**src/rtl/xtc_pkg.sv**
```systemverilog
package xtc_pkg;
  localparam int unsigned TURN_W      = 5;
  localparam int unsigned COEF_W      = 7;
  localparam int unsigned REG_W       = 8;
  localparam int unsigned ADDR_W      = 2;
  localparam int unsigned COEF_LOG2   = 11;  // coefficient scale 2048
  localparam int unsigned FRAC_BITS   = 4;   // 1/16 ppm output
  localparam int          TURN_CENTER = 50;  // 25.0 C in half degrees
  localparam int          TURN_SPAN   = 15;
  localparam int          TURN_MIN    = TURN_CENTER - TURN_SPAN;

  typedef enum logic [ADDR_W-1:0] {
    ADDR_TURN = 2'd0,
    ADDR_HOT  = 2'd1,
    ADDR_COLD = 2'd2,
    ADDR_CTRL = 2'd3
  } xtc_addr_e;

  typedef struct packed {
    logic [TURN_W-1:0] turn;
    logic [COEF_W-1:0] hot;
    logic [COEF_W-1:0] cold;
    logic              sense_en;
  } xtc_cfg_t;
endpackage

```
**src/rtl/xtc_regs.sv**
```systemverilog
module xtc_regs
  import xtc_pkg::*;
#(
  parameter logic [TURN_W-1:0] DEF_TURN = '0,
  parameter logic [COEF_W-1:0] DEF_HOT  = 7'd70,
  parameter logic [COEF_W-1:0] DEF_COLD = 7'd68
) (
  input  logic              clk_i,
  input  logic              rst_ni,
  input  logic              wr_en_i,
  input  logic [ADDR_W-1:0] wr_addr_i,
  input  logic [REG_W-1:0]  wr_data_i,
  input  logic [ADDR_W-1:0] rd_addr_i,
  output logic [REG_W-1:0]  rd_data_o,
  output xtc_cfg_t          cfg_o
);
  xtc_cfg_t cfg_q;

  always_ff @(posedge clk_i or negedge rst_ni) begin
    if (!rst_ni) begin
      cfg_q.turn     <= DEF_TURN;
      cfg_q.hot      <= DEF_HOT;
      cfg_q.cold     <= DEF_COLD;
      cfg_q.sense_en <= 1'b0;
    end else if (wr_en_i) begin
      case (xtc_addr_e'(wr_addr_i))
        ADDR_TURN: cfg_q.turn <= wr_data_i[TURN_W-1:0];
        ADDR_HOT:  if (!cfg_q.sense_en) cfg_q.hot  <= wr_data_i[COEF_W-1:0];
        ADDR_COLD: if (!cfg_q.sense_en) cfg_q.cold <= wr_data_i[COEF_W-1:0];
        default:   cfg_q.sense_en <= wr_data_i[0];
      endcase
    end
  end

  always_comb begin
    rd_data_o = '0;
    case (xtc_addr_e'(rd_addr_i))
      ADDR_TURN: rd_data_o[TURN_W-1:0] = cfg_q.turn;
      ADDR_HOT:  rd_data_o[COEF_W-1:0] = cfg_q.hot;
      ADDR_COLD: rd_data_o[COEF_W-1:0] = cfg_q.cold;
      default:   rd_data_o[0]          = cfg_q.sense_en;
    endcase
  end

  assign cfg_o = cfg_q;

  AST_HOT_LOCKED: assert property (@(posedge clk_i) disable iff (!rst_ni)
    (wr_en_i && cfg_q.sense_en && wr_addr_i == ADDR_HOT) |=> $stable(cfg_q.hot));
  AST_COLD_LOCKED: assert property (@(posedge clk_i) disable iff (!rst_ni)
    (wr_en_i && cfg_q.sense_en && wr_addr_i == ADDR_COLD) |=> $stable(cfg_q.cold));
endmodule

```
**src/rtl/xtc_turn_dec.sv**
```systemverilog
module xtc_turn_dec
  import xtc_pkg::*;
#(
  parameter int unsigned TEMP_W = 10
) (
  input  logic [TURN_W-1:0]        code_i,
  output logic signed [TEMP_W-1:0] t0_o
);
  int step;
  int t0_int;

  always_comb begin
    step   = int'(code_i[TURN_W-2:0]);
    // flag set means below the centre point
    t0_int = code_i[TURN_W-1] ? (TURN_CENTER - step) : (TURN_CENTER + step);
    t0_o   = TEMP_W'(t0_int);
  end
endmodule

```
**src/rtl/xtc_curve.sv**
```systemverilog
module xtc_curve
  import xtc_pkg::*;
#(
  parameter int unsigned TEMP_W    = 10,
  parameter int          HOT_LIMIT = 170,
  localparam int unsigned DW     = TEMP_W + 1,
  localparam int unsigned SQ_W   = 2 * DW,
  localparam int unsigned PROD_W = SQ_W + COEF_W,
  localparam int unsigned SHIFT  = COEF_LOG2 + 2 - FRAC_BITS,
  localparam int unsigned RES_W  = PROD_W - SHIFT + 1
) (
  input  logic                     clk_i,
  input  logic                     rst_ni,
  input  logic                     valid_i,
  input  logic signed [TEMP_W-1:0] temp_i,
  input  logic signed [TEMP_W-1:0] t0_i,
  input  logic [COEF_W-1:0]        hot_i,
  input  logic [COEF_W-1:0]        cold_i,
  output logic                     valid_o,
  output logic signed [RES_W-1:0]  ppm_o
);
  localparam logic signed [TEMP_W-1:0] LIMIT_S = TEMP_W'(HOT_LIMIT);
  localparam logic signed [DW-1:0]     DMAX_S  = DW'(HOT_LIMIT - TURN_MIN);

  // stage 1: clamp, offset, side select
  logic signed [TEMP_W-1:0] t_clamp;
  logic signed [DW-1:0]     delta_d;
  logic [COEF_W-1:0]        coef_d;

  assign t_clamp = (temp_i > LIMIT_S) ? LIMIT_S : temp_i;
  assign delta_d = $signed({t_clamp[TEMP_W-1], t_clamp}) - $signed({t0_i[TEMP_W-1], t0_i});
  assign coef_d  = delta_d[DW-1] ? cold_i : hot_i;

  logic                 s1_valid;
  logic signed [DW-1:0] s1_delta;
  logic [COEF_W-1:0]    s1_coef;

  always_ff @(posedge clk_i or negedge rst_ni) begin
    if (!rst_ni) begin
      s1_valid <= 1'b0;
      s1_delta <= '0;
      s1_coef  <= '0;
    end else begin
      s1_valid <= valid_i;
      if (valid_i) begin
        s1_delta <= delta_d;
        s1_coef  <= coef_d;
      end
    end
  end

  // stage 2: square, scale, negate
  logic [DW-1:0]       abs_d;
  logic [SQ_W-1:0]     sq;
  logic [PROD_W-1:0]   prod;
  logic [RES_W-2:0]    mag;
  logic signed [RES_W-1:0] res;

  assign abs_d = s1_delta[DW-1] ? $unsigned(-s1_delta) : $unsigned(s1_delta);
  assign sq    = SQ_W'(abs_d) * SQ_W'(abs_d);
  assign prod  = PROD_W'(sq) * PROD_W'(s1_coef);
  assign mag   = prod[PROD_W-1:SHIFT];
  assign res   = -$signed({1'b0, mag});

  always_ff @(posedge clk_i or negedge rst_ni) begin
    if (!rst_ni) begin
      valid_o <= 1'b0;
      ppm_o   <= '0;
    end else begin
      valid_o <= s1_valid;
      if (s1_valid) ppm_o <= res;
    end
  end

  AST_DELTA_CAPPED: assert property (@(posedge clk_i) disable iff (!rst_ni)
    s1_valid |-> (s1_delta <= DMAX_S));
  AST_ZERO_AT_TURN: assert property (@(posedge clk_i) disable iff (!rst_ni)
    (s1_valid && s1_delta == '0) |=> (ppm_o == '0));
  AST_NEVER_POSITIVE: assert property (@(posedge clk_i) disable iff (!rst_ni)
    valid_o |-> (ppm_o <= 0));
endmodule

```
**src/rtl/xtal_comp_calc.sv**
```systemverilog
module xtal_comp_calc
  import xtc_pkg::*;
#(
  parameter int unsigned       TEMP_W    = 10,
  parameter int                HOT_LIMIT = 170,
  parameter logic [TURN_W-1:0] DEF_TURN  = '0,
  parameter logic [COEF_W-1:0] DEF_HOT   = 7'd70,
  parameter logic [COEF_W-1:0] DEF_COLD  = 7'd68,
  localparam int unsigned OUT_W = 2 * (TEMP_W + 1) + COEF_W - (COEF_LOG2 + 2 - FRAC_BITS) + 1
) (
  input  logic                     clk_i,
  input  logic                     rst_ni,
  input  logic                     valid_i,
  input  logic signed [TEMP_W-1:0] temp_i,
  input  logic                     wr_en_i,
  input  logic [ADDR_W-1:0]        wr_addr_i,
  input  logic [REG_W-1:0]         wr_data_i,
  input  logic [ADDR_W-1:0]        rd_addr_i,
  output logic [REG_W-1:0]         rd_data_o,
  output logic                     out_valid_o,
  output logic signed [OUT_W-1:0]  ppm_o
);
  xtc_cfg_t                 cfg;
  logic signed [TEMP_W-1:0] t0;

  xtc_regs #(
    .DEF_TURN (DEF_TURN),
    .DEF_HOT  (DEF_HOT),
    .DEF_COLD (DEF_COLD)
  ) i_regs (
    .clk_i     (clk_i),
    .rst_ni    (rst_ni),
    .wr_en_i   (wr_en_i),
    .wr_addr_i (wr_addr_i),
    .wr_data_i (wr_data_i),
    .rd_addr_i (rd_addr_i),
    .rd_data_o (rd_data_o),
    .cfg_o     (cfg)
  );

  xtc_turn_dec #(.TEMP_W(TEMP_W)) i_turn_dec (
    .code_i (cfg.turn),
    .t0_o   (t0)
  );

  xtc_curve #(
    .TEMP_W    (TEMP_W),
    .HOT_LIMIT (HOT_LIMIT)
  ) i_curve (
    .clk_i   (clk_i),
    .rst_ni  (rst_ni),
    .valid_i (valid_i),
    .temp_i  (temp_i),
    .t0_i    (t0),
    .hot_i   (cfg.hot),
    .cold_i  (cfg.cold),
    .valid_o (out_valid_o),
    .ppm_o   (ppm_o)
  );

  AST_RESULT_LATENCY: assert property (@(posedge clk_i) disable iff (!rst_ni)
    valid_i |-> ##2 out_valid_o);
  AST_NO_SPURIOUS_RESULT: assert property (@(posedge clk_i) disable iff (!rst_ni)
    !valid_i |-> ##2 !out_valid_o);
endmodule

```
**config.mk**
```make
export PLATFORM = sky130hd
export DESIGN_NAME = xtal_comp_calc
export DESIGN_NICKNAME = d
export VERILOG_FILES = /design/src/rtl/xtc_pkg.sv /design/src/rtl/xtc_regs.sv /design/src/rtl/xtc_turn_dec.sv /design/src/rtl/xtc_curve.sv /design/src/rtl/xtal_comp_calc.sv
export SDC_FILE = /design/constraint.sdc
export NUM_CORES = 1
export LEC_CHECK = 0
export BUFFER_PORTS_ARGS = -buffer_cell sky130_fd_sc_hd__buf_2
export CAP_MARGIN = 20
export CORE_ASPECT_RATIO = 1.4
export CORE_UTILIZATION = 60
export DETAILED_ROUTE_END_ITERATION = 10
export PLACE_DENSITY_LB_ADDON = 0.05
export SLEW_MARGIN = 25
export SYNTH_ARGS = -nofsm -noshare
export SYNTH_HDL_FRONTEND = slang
export SYNTH_SLANG_ARGS = --single-unit
```
**constraint.sdc**
```tcl
create_clock -name clk_i -period 19.2 [get_ports clk_i]
set_clock_uncertainty 0.1 [all_clocks]
set_input_delay 0 -clock clk_i [delete_from_list [all_inputs] [get_ports clk_i]]
set_output_delay 0 -clock clk_i [all_outputs]
set_load 0.01 [all_outputs]
```
== Word-level counts from Yosys, hierarchy flattened ==
Cells that the tools add are included.
W data, S select, Z words.

* Register bits: 61
* Input bits: 26
* Word-level logic and storage cells: 37

* $add $sub $neg: 5
* Multipliers: 2
* $lt $le $gt $ge: 1
* Eq/ne operators: 4
* Muxes and demuxes: 7
* Bitwise operators: 2
* Reductions and logical operators: 7

{| class="wikitable"
|+ Operators with widths
! cell !! number
|-
| $mul A22 B7 Y29 || 1
|-
| $mul A11 B11 Y22 || 1
|-
| $neg A20 Y21 || 1
|-
| $mux W10 || 2
|-
| $pmux W4 S3 || 1
|-
| $mux W11 || 1
|-
| $neg A11 Y11 || 1
|-
| $sub A10 B10 Y11 || 1
|-
| $gt A10 B9 Y1 const B || 1
|-
| $add A6 B4 Y7 const A || 1
|-
| $mux W7 || 1
|-
| $sub A6 B4 Y7 const A || 1
|-
| $reduce_and A3 Y1 || 2
|-
| $eq A2 B1 Y1 const B || 2
|-
| $eq A2 B2 Y1 const B || 2
|-
| $logic_not A2 Y1 || 2
|-
| $pmux W2 S2 || 1
|-
| $reduce_and A2 Y1 || 2
|-
| $pmux W1 S3 || 1
|-
| $reduce_or A3 Y1 || 1
|-
| $not A1 Y1 || 2
|}

== Longest topological paths before layout ==
Gate-level depths: netlist (run 1).

* Depth after elaboration: 5
* Depth in mapped cells: 47
* Depth with buffers taken out: 45

== Modules after synthesis ==
A second synthesis (run 1) with hierarchy kept.

* Cell total of the unflattened synthesis: 1319
* Area, all modules: 11825.1 um^2

{| class="wikitable"
|+ Modules (own cells, without submodules)
! module !! times used !! cells an instance !! area an instance (um^2) !! sequential area each (um^2)
|-
| xtc_curve || 1 || 1223 || 10628.9 || 1026.0
|-
| xtc_regs || 1 || 69 || 988.4 || 506.7
|-
| xtc_turn_dec || 1 || 27 || 207.7 || 0.0
|}

== Least setup slack after synthesis (run 1) ==
Ideal clock, no wire load.

* Path type: reg-to-reg
* Start: reg i_curve.s1_delta[0]
* End: reg i_curve.ppm_o[18]
* Setup time: 0.125 ns
* Data arrival time: 11.342 ns
* Data required time: 18.975 ns
* Path slack: 7.633 ns
* Cell stages (with the launch flop): 46
* Path through: dfrtp_1 clkbuf_1 clkinv_1 ha_1 nand2_1 or2_2 o41ai_1 xor2_1 nor2_1 fa_1 inv_1 fa_1 inv_1 fa_1 fa_1 inv_1 fa_1 inv_1 [... 10 more ...] fa_1 fa_1 fa_1 inv_1 fa_1 inv_1 ha_1 clkbuf_2 a21oi_1 inv_1 o31a_1 o21a_1 o21a_1 o31a_2 o21a_1 or2_1 xor2_1 mux2_2

* Longest elaborated chain between the ends: 5

{| class="wikitable"
|+ Ends and longest elaborated chain
! item !! RTL line !! text
|-
| from (decl) || xtc_curve.sv:35 || <nowiki>logic signed [DW-1:0] s1_delta;</nowiki>
|-
| from (signal assigned) || xtc_curve.sv:46 || <nowiki>s1_delta <= delta_d;</nowiki>
|-
| $neg A11 Y11 || xtc_curve.sv:59 || <nowiki>assign abs_d = s1_delta[DW-1] ? $unsigned(-s1_delta) : $unsigned(s1_delta);</nowiki>
|-
| $mux W11 * || xtc_curve.sv:59 ||
|-
| $mul A11 B11 Y22 * || xtc_curve.sv:60 || <nowiki>assign sq = SQ_W'(abs_d) * SQ_W'(abs_d);</nowiki>
|-
| $mul A22 B7 Y29 * || xtc_curve.sv:61 || <nowiki>assign prod = PROD_W'(sq) * PROD_W'(s1_coef);</nowiki>
|-
| $neg A20 Y21 * || xtc_curve.sv:63 || <nowiki>assign res = -$signed({1'b0, mag});</nowiki>
|-
| to (signal assigned) || xtc_curve.sv:71 || <nowiki>if (s1_valid) ppm_o <= res;</nowiki>
|-
| to (decl) || xtc_curve.sv:20 || <nowiki>output logic signed [RES_W-1:0] ppm_o</nowiki>
|}

Mark *: on every way between the ends. The rest lies on a longest branch, timed or not.
A chain may end at the register's enable or synchronous reset.

== Worst setup path in the final report (run 1) ==
* Start: reg i_curve.s1_delta[0]
* End: reg i_curve.ppm_o[19]

Same word-level chain as after synthesis.

==> results of run 1 <==
==> logic make-up after synthesis <==
family,Yosys count,synth area share
compound gates,178,0.107
xor+xnor,63,0.0486
fa+ha+maj,272,0.397
buf+inv,240,0.0793
flops,61,0.133
mux,49,0.0471
other cells,2,0.000653
simple gates,409,0.187
==> stage by stage <==
stage,instances,hold WS [ns],cell area [µm²],setup WS (ns),util
floorplan,1280,-0.396,11500,7.63,-
global placement,1548,0.0999,12000,6.11,0.642
detailed placement,1548,0.0981,12000,6.02,0.642
CTS,1584,0.0330,12500,5.97,0.668
global route,1584,0.0585,12500,5.04,0.668
finish,1584,0.0352,12500,6.01,0.668
==> flip-flops by register name (all words and copies together) (netlist names) <==
register	flops
i_curve.ppm_o	21
i_curve.s1_coef	7
i_curve.s1_delta	11
i_curve.valid_o	1
i_curve.s1_valid	1
i_regs.cfg_o	20
==> path summary, 6_finish.rpt <==
kind | startpoint | endpoint | slack, ns | cells after the start
setup / recovery | i_curve.s1_delta[0] | i_curve.ppm_o[19] | 6.01 | 41
hold / removal | temp_i[0] | i_curve.s1_delta[0] | 0.04 | 4
setup reg to reg | i_curve.s1_delta[0] | i_curve.ppm_o[19] | 6.01 | 41
hold reg to reg | i_curve.ppm_o[7] | i_curve.ppm_o[7] | 0.40 | 1
max in group asynchronous | rst_ni | i_curve.ppm_o[10] | 18.25 | 3
min in group asynchronous | rst_ni | i_regs.cfg_o[19] | 0.24 | 3
==> worst max-delay path, delay by kind of cell (launching register included) <==
family                   cells  cell delay [ns]
flip-flops                   1             0.58
multiplexers                 1             0.27
XOR/XNOR                     3             1.29
buffers and inverters        7             1.11
adder cells (fa/ha/maj)     12             5.57
AND/OR/NAND/NOR              9             1.37
AO/OA/AOI/OAI                9             2.77
==> timing repair <==
action	CTS	global route
hold buffers	20	0
endpoints found under the hold margin	79	0
gates resized for setup	0	0
==> routing by layer <==
layer	vias up	part of all wire	global-route usage
met5	-	0	0
met4	0	0.024	0.0787
met3	44	0.022	0.0196
met2	155	0.53	0.489
met1	4397	0.43	0.338
li1	4256	-	-
==> cells in the final DEF (no fill, tap or decap), types with 11 or more instances in the layout <==
cell,n
sky130_fd_sc_hd__a21o_1,16
sky130_fd_sc_hd__a21oi_1,48
sky130_fd_sc_hd__and2_1,97
sky130_fd_sc_hd__buf_2,53
sky130_fd_sc_hd__dfrtp_1,56
sky130_fd_sc_hd__dlygate4sd3_1,20
sky130_fd_sc_hd__fa_1,155
sky130_fd_sc_hd__ha_1,117
sky130_fd_sc_hd__inv_1,201
sky130_fd_sc_hd__mux2_2,37
sky130_fd_sc_hd__mux2i_1,11
sky130_fd_sc_hd__nand2_1,95
sky130_fd_sc_hd__nand2b_1,11
sky130_fd_sc_hd__nand3_1,21
sky130_fd_sc_hd__nor2_1,92
sky130_fd_sc_hd__nor2b_1,28
sky130_fd_sc_hd__nor3_1,15
sky130_fd_sc_hd__o21ai_0,36
sky130_fd_sc_hd__xnor2_1,41
sky130_fd_sc_hd__xor2_1,20
==> layout make-up <==
class	count	area [µm²]
tap	244	305
sequential	61	1530
multi-input combinational	979	9080
inverter	204	766
clock inverter	7	50.0
fill	1577	6200
timing repair buffer	80	518
clock buffer	9	225
==> qor.tcl, run 1 <==
set qor(setup_viol) 0
set qor(worst-endpoint-required_ns) 19.32
set qor(grt_first_pass_wirelength_um) 43500
set qor(worstSkewPairLatency_ns) 0.34
set qor(start_util) 0.616
set qor(yosysSeqAreaShare) 0.133
set qor(post_cts_buffers) 0
set qor(drt_iter0_markers) 426
set qor(tritoncts_clock_tree) {built}
set qor(maxCapViolations) 0
set qor(clk_transition_reported_paths_ns) 0.06
set qor(floorplan.die_area_mm2) 0.0197
set qor(holdCritPathClass) {in -> reg}
set qor(critPathSlowestCell) {sky130_fd_sc_hd__xor2_1}
set qor(grt_start_max_net_pins) 62
set qor(hold_viol_final) 0
set qor(fp.dieW_um) 119
set qor(crit_arrival_ns) 13.32
set qor(min_period_ns) 13.20
set qor(timing.critical_path.slowest_cell_delay_ns) 0.62
set qor(syn_warnings) 0
set qor(globalplace.congestion) 0.898
set qor(post-synth-top-area-fraction) 0.270
set qor(antenna_cells) 0
set qor(setup.worst_path.start_class) {flop}
set qor(synth_most_common_cell) {sky130_fd_sc_hd__inv_1}
set qor(crit_fanout) 12
set qor(cts_made_buffers) 9
set qor(asyncSetResetFlopFracSynth) 1.00
set qor(vias_post_dr) 8852
set qor(design.core.area_mm2) 0.0187
set qor(post_synthesis_area_per_instance_um2) 9.02
set qor(cts-root-buf) {sky130_fd_sc_hd__clkbuf_16}
set qor(io_pins) 56
set qor(post_drt_wl_per_cell_um) 15.6
set qor(worst_slew_margin_rel) 0.342
set qor(antenna_left) 0
set qor(first_pass_iters) 5
set qor(syn_area_mm2) 0.0115
set qor(ys_types) 85
set qor(clock_sink_count) 61
set qor(timing.final.max_slew_violations) 0
set qor(grt_pass1_vias) 9386
set qor(grt_usage) 0.269
set qor(share_of_cells_above_drive_strength_1) 0.111
set qor(status) {finished, final reports clean}
set qor(max_clock_freq_mhz) 75.8
set qor(synth_largest_area_cell) {sky130_fd_sc_hd__fa_1}
set qor(via_per_inst) 5.59
set qor(routed_wl_um) 24700
set qor(grt_overflow_total) 0
set qor(cts_max_path_buffers) 2
set qor(layout-area-overhead-vs-synth_pct) 8.54
set qor(synth.top_cells.by_area) {sky130_fd_sc_hd__fa_1, sky130_fd_sc_hd__ha_1, sky130_fd_sc_hd__dfrtp_1}
set qor(critical_path.most_common_cell) {sky130_fd_sc_hd__fa_1}
set qor(post_syn_instances) 1274
set qor(htreeDepth) 3
set qor(antenna_found_initial) 0
set qor(finalCritPeriodShare) 0.687
set qor(number_of_synthesized_flops_with_an_enable_pin) 0
set qor(site_rows) 59
set qor(leading_post_synthesis_cells_by_instance_count) {sky130_fd_sc_hd__inv_1, sky130_fd_sc_hd__fa_1, sky130_fd_sc_hd__ha_1}
set qor(number_of_synthesized_register_bits) 61
set qor(fin_setup_tns_ns) 0
set qor(endpoint_kind) {flop}
set qor(drc) 0
set qor(synth-main-ff-cell) {sky130_fd_sc_hd__dfrtp_1}
set qor(port_buffers) 53
set qor(timing_worst_setup_path_type) {reg -> reg}
set qor(die_y_um) 166
set qor(finish.net_count) 1633
set qor(dpl_hpwl_um) 20200
set qor(unrepaired_setup_endpoints_after_global_routing) {false}
set qor(timing_worst_slew_pin_value_ns) 0.986
Power of run 1 is left out: the tool's default activity adds up to more than one toggle a clock period on the data nets, which glitch-free logic cannot reach.
==> inputs of run 2 (changes only) <==
- CORE_UTILIZATION: 60 -> 58
- clock period: 19.2 -> 10.8 ns (I/O delays scaled with it)
==> run 2 against run 1 <==
Effect of this change: the run now ends with setup timing left; final cell count rose by 8.4%; worst setup slack worse by 6.0 ns; critical path depth rose by 3; sequential share of layout area down 1.4 points; via count increased by 6.6%; largest cell class unchanged; critical endpoint is now i_curve.ppm_o[18]; highest routed layer unchanged; clock-buffer cell count up 2.
==> qor.tcl, run 2 (synthesized netlist as in run 1, its figures left out) <==
set qor(status) {finished with violations} ;# was finished, final reports clean
set qor(failing_checks) {setup timing}
set qor(reg2regPathDepth) 44 ;# was 41
set qor(grt_pass1_vias) 10400 ;# was 9386
set qor(site_rows) 60 ;# was 59
set qor(layout-area-overhead-vs-synth_pct) 22.7 ;# was 8.54%
set qor(setup_viol) 1 ;# was 0
set qor(layout.core_utilization) 0.731 ;# was 0.668
set qor(hold_viol_final) 0 ;# unchanged
set qor(critical_path.most_common_cell) {sky130_fd_sc_hd__fa_1} ;# unchanged
set qor(antenna_left) 0 ;# unchanged
set qor(via_per_inst) 5.50 ;# was 5.59
set qor(cts-root-buf) {sky130_fd_sc_hd__clkbuf_16} ;# unchanged
set qor(mostFrequentLayoutCells) {sky130_fd_sc_hd__inv_1, sky130_fd_sc_hd__fa_1, sky130_fd_sc_hd__buf_4} ;# was sky130_fd_sc_hd__inv_1, sky130_fd_sc_hd__fa_1, sky130_fd_sc_hd__ha_1
set qor(drt_iter0_markers) 422 ;# was 426
set qor(grt_overflow_total) 0 ;# unchanged
set qor(critPathSlowestCell) {sky130_fd_sc_hd__fa_1} ;# was sky130_fd_sc_hd__xor2_1
set qor(start_util) 0.596 ;# was 0.616
set qor(holdCritPathClass) {in -> reg} ;# unchanged
set qor(io_pins) 56 ;# unchanged
set qor(timing.final.max_slew_violations) 0 ;# unchanged
set qor(first_pass_iters) 4 ;# was 5
set qor(grt_usage) 0.289 ;# was 0.269
set qor(antenna_cells) 0 ;# unchanged
set qor(largest_register_ff_count) 21 ;# unchanged
set qor(crit_arrival_ns) 10.94 ;# was 13.32 ns
set qor(finish.net_count) 1762 ;# was 1633
set qor(largest_register) {i_curve.ppm_o} ;# unchanged
set qor(min_setup_slack_post_route_ns) -0.0216 ;# was 6.01 ns
set qor(max_clock_freq_mhz) 92.4 ;# was 75.8 MHz
set qor(timing.critical_path.slowest_cell_delay_ns) 0.55 ;# was 0.62 ns
set qor(routed_wl_um) 27000 ;# was 24700 µm
set qor(drc) 0 ;# unchanged
set qor(worst-endpoint-required_ns) 10.91 ;# was 19.32 ns
set qor(post_drt_wl_per_cell_um) 15.7 ;# was 15.6 µm
set qor(worstSkewPairLatency_ns) 0.33 ;# was 0.34 ns
set qor(min_period_ns) 10.82 ;# was 13.20 ns
set qor(cts_made_buffers) 9 ;# unchanged
set qor(timing_worst_setup_path_type) {reg -> reg} ;# unchanged
set qor(share_of_cells_above_drive_strength_1) 0.254 ;# was 0.111
set qor(fillers) 1484 ;# was 1577
set qor(clock_sink_count) 61 ;# unchanged
set qor(worst_slew_margin_rel) 0.329 ;# was 0.342
set qor(design.core.area_mm2) 0.0193 ;# was 0.0187 mm²
set qor(fp.dieW_um) 121 ;# was 119 µm
set qor(hold_ws_ns) 0.0317 ;# was 0.0352 ns
set qor(timing.reg2reg.setup_slack_ns) -0.02 ;# was 6.01 ns
set qor(setup.worst_path.start_class) {flop} ;# unchanged
set qor(tritoncts_clock_tree) {built} ;# unchanged
set qor(die_y_um) 169 ;# was 166 µm
set qor(unrepaired_setup_endpoints_after_global_routing) {true} ;# was false
set qor(floorplan.die_area_mm2) 0.0204 ;# was 0.0197 mm²
set qor(grt_start_max_net_pins) 62 ;# unchanged
set qor(hold_path_depth) 4 ;# unchanged
set qor(stdcell_count) 1717 ;# was 1584
set qor(grt_first_pass_wirelength_um) 47900 ;# was 43500 µm
set qor(dpl_hpwl_um) 21300 ;# was 20200 µm
set qor(port_buffers) 53 ;# unchanged
set qor(final_common_cell) {sky130_fd_sc_hd__inv_1} ;# unchanged
set qor(finalCritPeriodShare) 1.00 ;# was 0.687
set qor(vias_post_dr) 9440 ;# was 8852
set qor(endpoint_kind) {flop} ;# unchanged
set qor(maxCapViolations) 0 ;# unchanged
set qor(htreeDepth) 3 ;# unchanged
set qor(timing_worst_slew_pin_value_ns) 1.00 ;# was 0.986 ns
set qor(fin_setup_tns_ns) -0.0216 ;# was 0 ns
set qor(globalplace.congestion) 0.880 ;# was 0.898
set qor(antenna_found_initial) 0 ;# unchanged
set qor(dp_cells) 1672 ;# was 1548
set qor(clk_transition_reported_paths_ns) 0.06 ;# about the same
set qor(crit_fanout) 5 ;# was 12
set qor(cts_max_path_buffers) 2 ;# unchanged
[run 2: cell count changes in the layout (fill, tap and decap cells not counted), sizes merged]
cell / delta
bufinv: +3
clkinv: -6
clkbuf: +2
clkinvlp: +1
dlygate4sd3: -4
buf: +133
[run 2: per-stage QoR]
| stage | setup slack, ns | instance area, µm² |
|---|---|---|
| 6_report | -0.0216 | 14100 |
| 3_3_place_gp | -0.0943 | 13000 |
| 4_1_cts | 0.00366 | 13700 |
| 3_5_place_dp | -0.222 | 13000 |
| 2_1_floorplan | -0.0390 | 11600 |
| 5_1_grt | -0.423 | 14100 |
[run 2: metal layers]
layer  part of all wire  vias up  track usage  routed length (µm)
met5                  0        -            0                   0
met3              0.020       47       0.0216                 531
met2               0.54      135        0.535               14500
li1                   -     4529            -                   -
met4              0.028        0       0.0998                 760
met1               0.41     4729        0.350               11200
[run 2: timing repair]
item	in CTS	in global routing
hold endpoints to repair	79	0
hold buffers	16	0
pin swaps	14	52
buffers inserted	3	10
gates resized for setup	33	68
endpoints found under the setup margin	9	15
[run 2: cell type report]
cell class	instances	area [µm²]	share of cell area
Clock inverter	5	106	0.00754
Inverter	204	779	0.0553
Multi-Input combinational cell	979	9650	0.684
Timing Repair Buffer	209	1480	0.105
Tap cell	248	310	0.0220
Sequential cell	61	1540	0.109
Clock buffer	11	243	0.0172
[run 2: worst max-delay path, delay by kind of cell (launching register included)]
family / cells / cell delay (ns)
compound gates: 11 / 2.34
xor+xnor: 3 / 0.50
fa+ha+maj: 12 / 5.03
buf+inv: 9 / 0.60
flops: 1 / 0.44
mux: 1 / 0.25
simple gates: 8 / 1.43
[run 2: final timing paths]
kind | to | from
max | i_curve.ppm_o[18] | i_curve.s1_delta[0]
min | i_curve.s1_delta[9] | temp_i[7]
max reg2reg | i_curve.ppm_o[18] | i_curve.s1_delta[0]
min reg2reg | i_curve.ppm_o[7] | i_curve.ppm_o[7]
max in group asynchronous | i_curve.s1_delta[0] | rst_ni
min in group asynchronous | i_curve.ppm_o[7] | rst_ni
Power of run 2 is left out for the same reason.
==> inputs of run 3 (changes only) <==
- CORE_UTILIZATION: 58 -> 38
==> run 3 against run 2 <==
Effect of this change: the flow now finishes without violations; cell area is 6.7% higher; maximum frequency is 1.3% higher; first-iteration DRC count is 43% lower; largest cell class unchanged; final cell count is 13% higher.
==> qor.tcl, run 3 (synthesized netlist as in run 1, its figures left out) <==
set qor(clock_sink_count) 61 ;# unchanged
set qor(fin_setup_tns_ns) 0 ;# was -0.0216 ns
set qor(timing.final.max_slew_violations) 0 ;# unchanged
set qor(timing_worst_setup_path_type) {reg -> reg} ;# unchanged
set qor(mostFrequentLayoutCells) {sky130_fd_sc_hd__buf_4, sky130_fd_sc_hd__inv_1, sky130_fd_sc_hd__fa_1} ;# was sky130_fd_sc_hd__inv_1, sky130_fd_sc_hd__fa_1, sky130_fd_sc_hd__buf_4
set qor(layout-area-overhead-vs-synth_pct) 30.9 ;# was 22.7%
set qor(routed-wl-met2_um) 15300 ;# was 14500 µm
set qor(cts_made_buffers) 9 ;# unchanged
set qor(routed_wl_um) 28900 ;# was 27000 µm
set qor(crit_arrival_ns) 10.82 ;# was 10.94 ns
set qor(via_per_inst) 4.83 ;# was 5.50
set qor(drc) 0 ;# unchanged
set qor(holdCritPathClass) {in -> reg} ;# unchanged
set qor(grt_first_pass_wirelength_um) 49700 ;# was 47900 µm
set qor(critical_path.most_common_cell) {sky130_fd_sc_hd__fa_1} ;# unchanged
set qor(grt_pass1_vias) 9933 ;# was 10400
set qor(largest_register_ff_count) 21 ;# unchanged
set qor(maxCapViolations) 0 ;# unchanged
set qor(htreeDepth) 3 ;# unchanged
set qor(final_common_cell) {sky130_fd_sc_hd__buf_4} ;# was sky130_fd_sc_hd__inv_1
set qor(max_clock_freq_mhz) 93.6 ;# was 92.4 MHz
set qor(grt_usage) 0.202 ;# was 0.289
set qor(antenna_cells) 0 ;# unchanged
set qor(status) {finished, final reports clean} ;# was finished with violations
set qor(largest_register) {i_curve.ppm_o} ;# unchanged
set qor(dpl_hpwl_um) 23600 ;# was 21300 µm
set qor(die_y_um) 208 ;# was 169 µm
set qor(cts-root-buf) {sky130_fd_sc_hd__clkbuf_16} ;# unchanged
set qor(hold_viol_final) 0 ;# unchanged
set qor(worstSkewPairLatency_ns) 0.36 ;# was 0.33 ns
set qor(grt_start_max_net_pins) 62 ;# unchanged
set qor(worst_slew_margin_rel) 0.359 ;# was 0.329
set qor(worst-endpoint-required_ns) 10.94 ;# was 10.91 ns
set qor(drt_iter0_markers) 239 ;# was 422
set qor(endpoint_kind) {flop} ;# unchanged
set qor(timing.critical_path.buf_inv) 8 ;# was 9
set qor(setup.worst_path.start_class) {flop} ;# unchanged
set qor(critPathSlowestCell) {sky130_fd_sc_hd__fa_1} ;# unchanged
set qor(tritoncts_clock_tree) {built} ;# unchanged
set qor(hold_ws_ns) 0.0751 ;# was 0.0317 ns
set qor(globalplace.congestion) 0.815 ;# was 0.880
set qor(vias_post_dr) 9331 ;# was 9440
set qor(post_drt_wl_per_cell_um) 15.0 ;# was 15.7 µm
set qor(finish.net_count) 1840 ;# was 1762
set qor(met1Wirelength_um) 12900 ;# was 11200 µm
set qor(finalCritPeriodShare) 0.989 ;# was 1.00
set qor(dp_cells) 1866 ;# was 1672
set qor(timing_worst_slew_pin_value_ns) 0.960 ;# was 1.00 ns
set qor(antenna_found_initial) 0 ;# unchanged
set qor(floorplan.die_area_mm2) 0.0310 ;# was 0.0204 mm²
set qor(design.core.area_mm2) 0.0298 ;# was 0.0193 mm²
set qor(first_pass_iters) 5 ;# was 4
set qor(share_of_cells_above_drive_strength_1) 0.299 ;# was 0.254
set qor(start_util) 0.385 ;# was 0.596
set qor(crit_family) {adder cells} ;# unchanged
set qor(cts_max_path_buffers) 2 ;# unchanged
set qor(min_period_ns) 10.68 ;# was 10.82 ns
set qor(fp.dieW_um) 149 ;# was 121 µm
set qor(site_rows) 75 ;# was 60
set qor(route.met3.wl_um) 389 ;# was 531 µm
set qor(fin_area_mm2) 0.0150 ;# was 0.0141 mm²
set qor(io_pins) 56 ;# unchanged
set qor(clk_transition_reported_paths_ns) 0.06 ;# about the same
set qor(place_area_mm2) 0.0136 ;# was 0.0130 mm²
set qor(grt_overflow_total) 0 ;# unchanged
set qor(port_buffers) 53 ;# unchanged
set qor(maxUsedRoutingLayer) {met4} ;# unchanged
set qor(antenna_left) 0 ;# unchanged
set qor(unrepaired_setup_endpoints_after_global_routing) {true} ;# unchanged
set qor(setup_viol) 0 ;# was 1
set qor(timing.critical_path.slowest_cell_delay_ns) 0.57 ;# was 0.55 ns
set qor(stdcell_count) 1932 ;# was 1717
set qor(crit_fanout) 4 ;# was 5
==> run 3: cell types whose count changed in the layout (fill, tap and decap cells not counted), sizes merged <==
cell and change:
clkinv +2, inv +2, buf +72, clkinvlp -1, dlygate4sd3 +6, clkbuf -2, bufinv -1
==> run 3: final cells by class <==
cell class,instances,area (µm²)
sequential,61,1530
clock buffer,9,225
multi-input combinational,979,9830
fill,2927,14800
inverter,204,779
clock inverter,7,104
timing repair buffer,287,2090
tap,385,482
==> run 3: stage by stage <==
step | utilization | setup slack (ns)
final | 0.504 | 0.116
after global routing | 0.504 | -0.350
after CTS | 0.488 | 0.00449
after detailed placement | 0.456 | -0.319
after global placement | 0.456 | -0.326
after floorplan | - | -0.0390
==> run 3: path summary, 6_finish.rpt <==
check                      slack (ns)                start                  end  depth (start not counted)
max                              0.12  i_curve.s1_delta[0]    i_curve.ppm_o[18]                         43
min                              0.08            temp_i[7]  i_curve.s1_delta[7]                          4
max reg2reg                      0.12  i_curve.s1_delta[0]    i_curve.ppm_o[18]                         43
min reg2reg                      0.40     i_curve.ppm_o[2]     i_curve.ppm_o[2]                          1
max in group asynchronous        9.79               rst_ni  i_curve.s1_delta[0]                          3
min in group asynchronous        0.25               rst_ni     i_regs.cfg_o[13]                          3
==> run 3: what timing repair did <==
item / in CTS / in global routing
endpoints found under the setup margin: 10 / 14
gates resized for setup: 57 / 87
endpoints found under the hold margin: 80 / 0
pin swaps: 40 / 60
hold buffers: 22 / 0
setup buffers: 15 / 15
==> run 3: worst reg2reg max path: cells and delay by family (launching register included) <==
kind	cells	cell delay (ns)
adder cells (fa/ha/maj)	12	5.09
buffers and inverters	8	0.58
multiplexers	1	0.25
AND/OR/NAND/NOR	8	1.31
flip-flops	1	0.46
XOR/XNOR	3	0.46
AO/OA/AOI/OAI	11	2.28
==> run 3: layer usage <==
| metal | up-vias | GRT usage |
|---|---|---|
| met5 | - | 0 |
| met4 | 0 | 0.0436 |
| met3 | 19 | 0.0237 |
| met2 | 61 | 0.361 |
| met1 | 4581 | 0.259 |
| li1 | 4670 | - |
Power of run 3 is left out for the same reason.
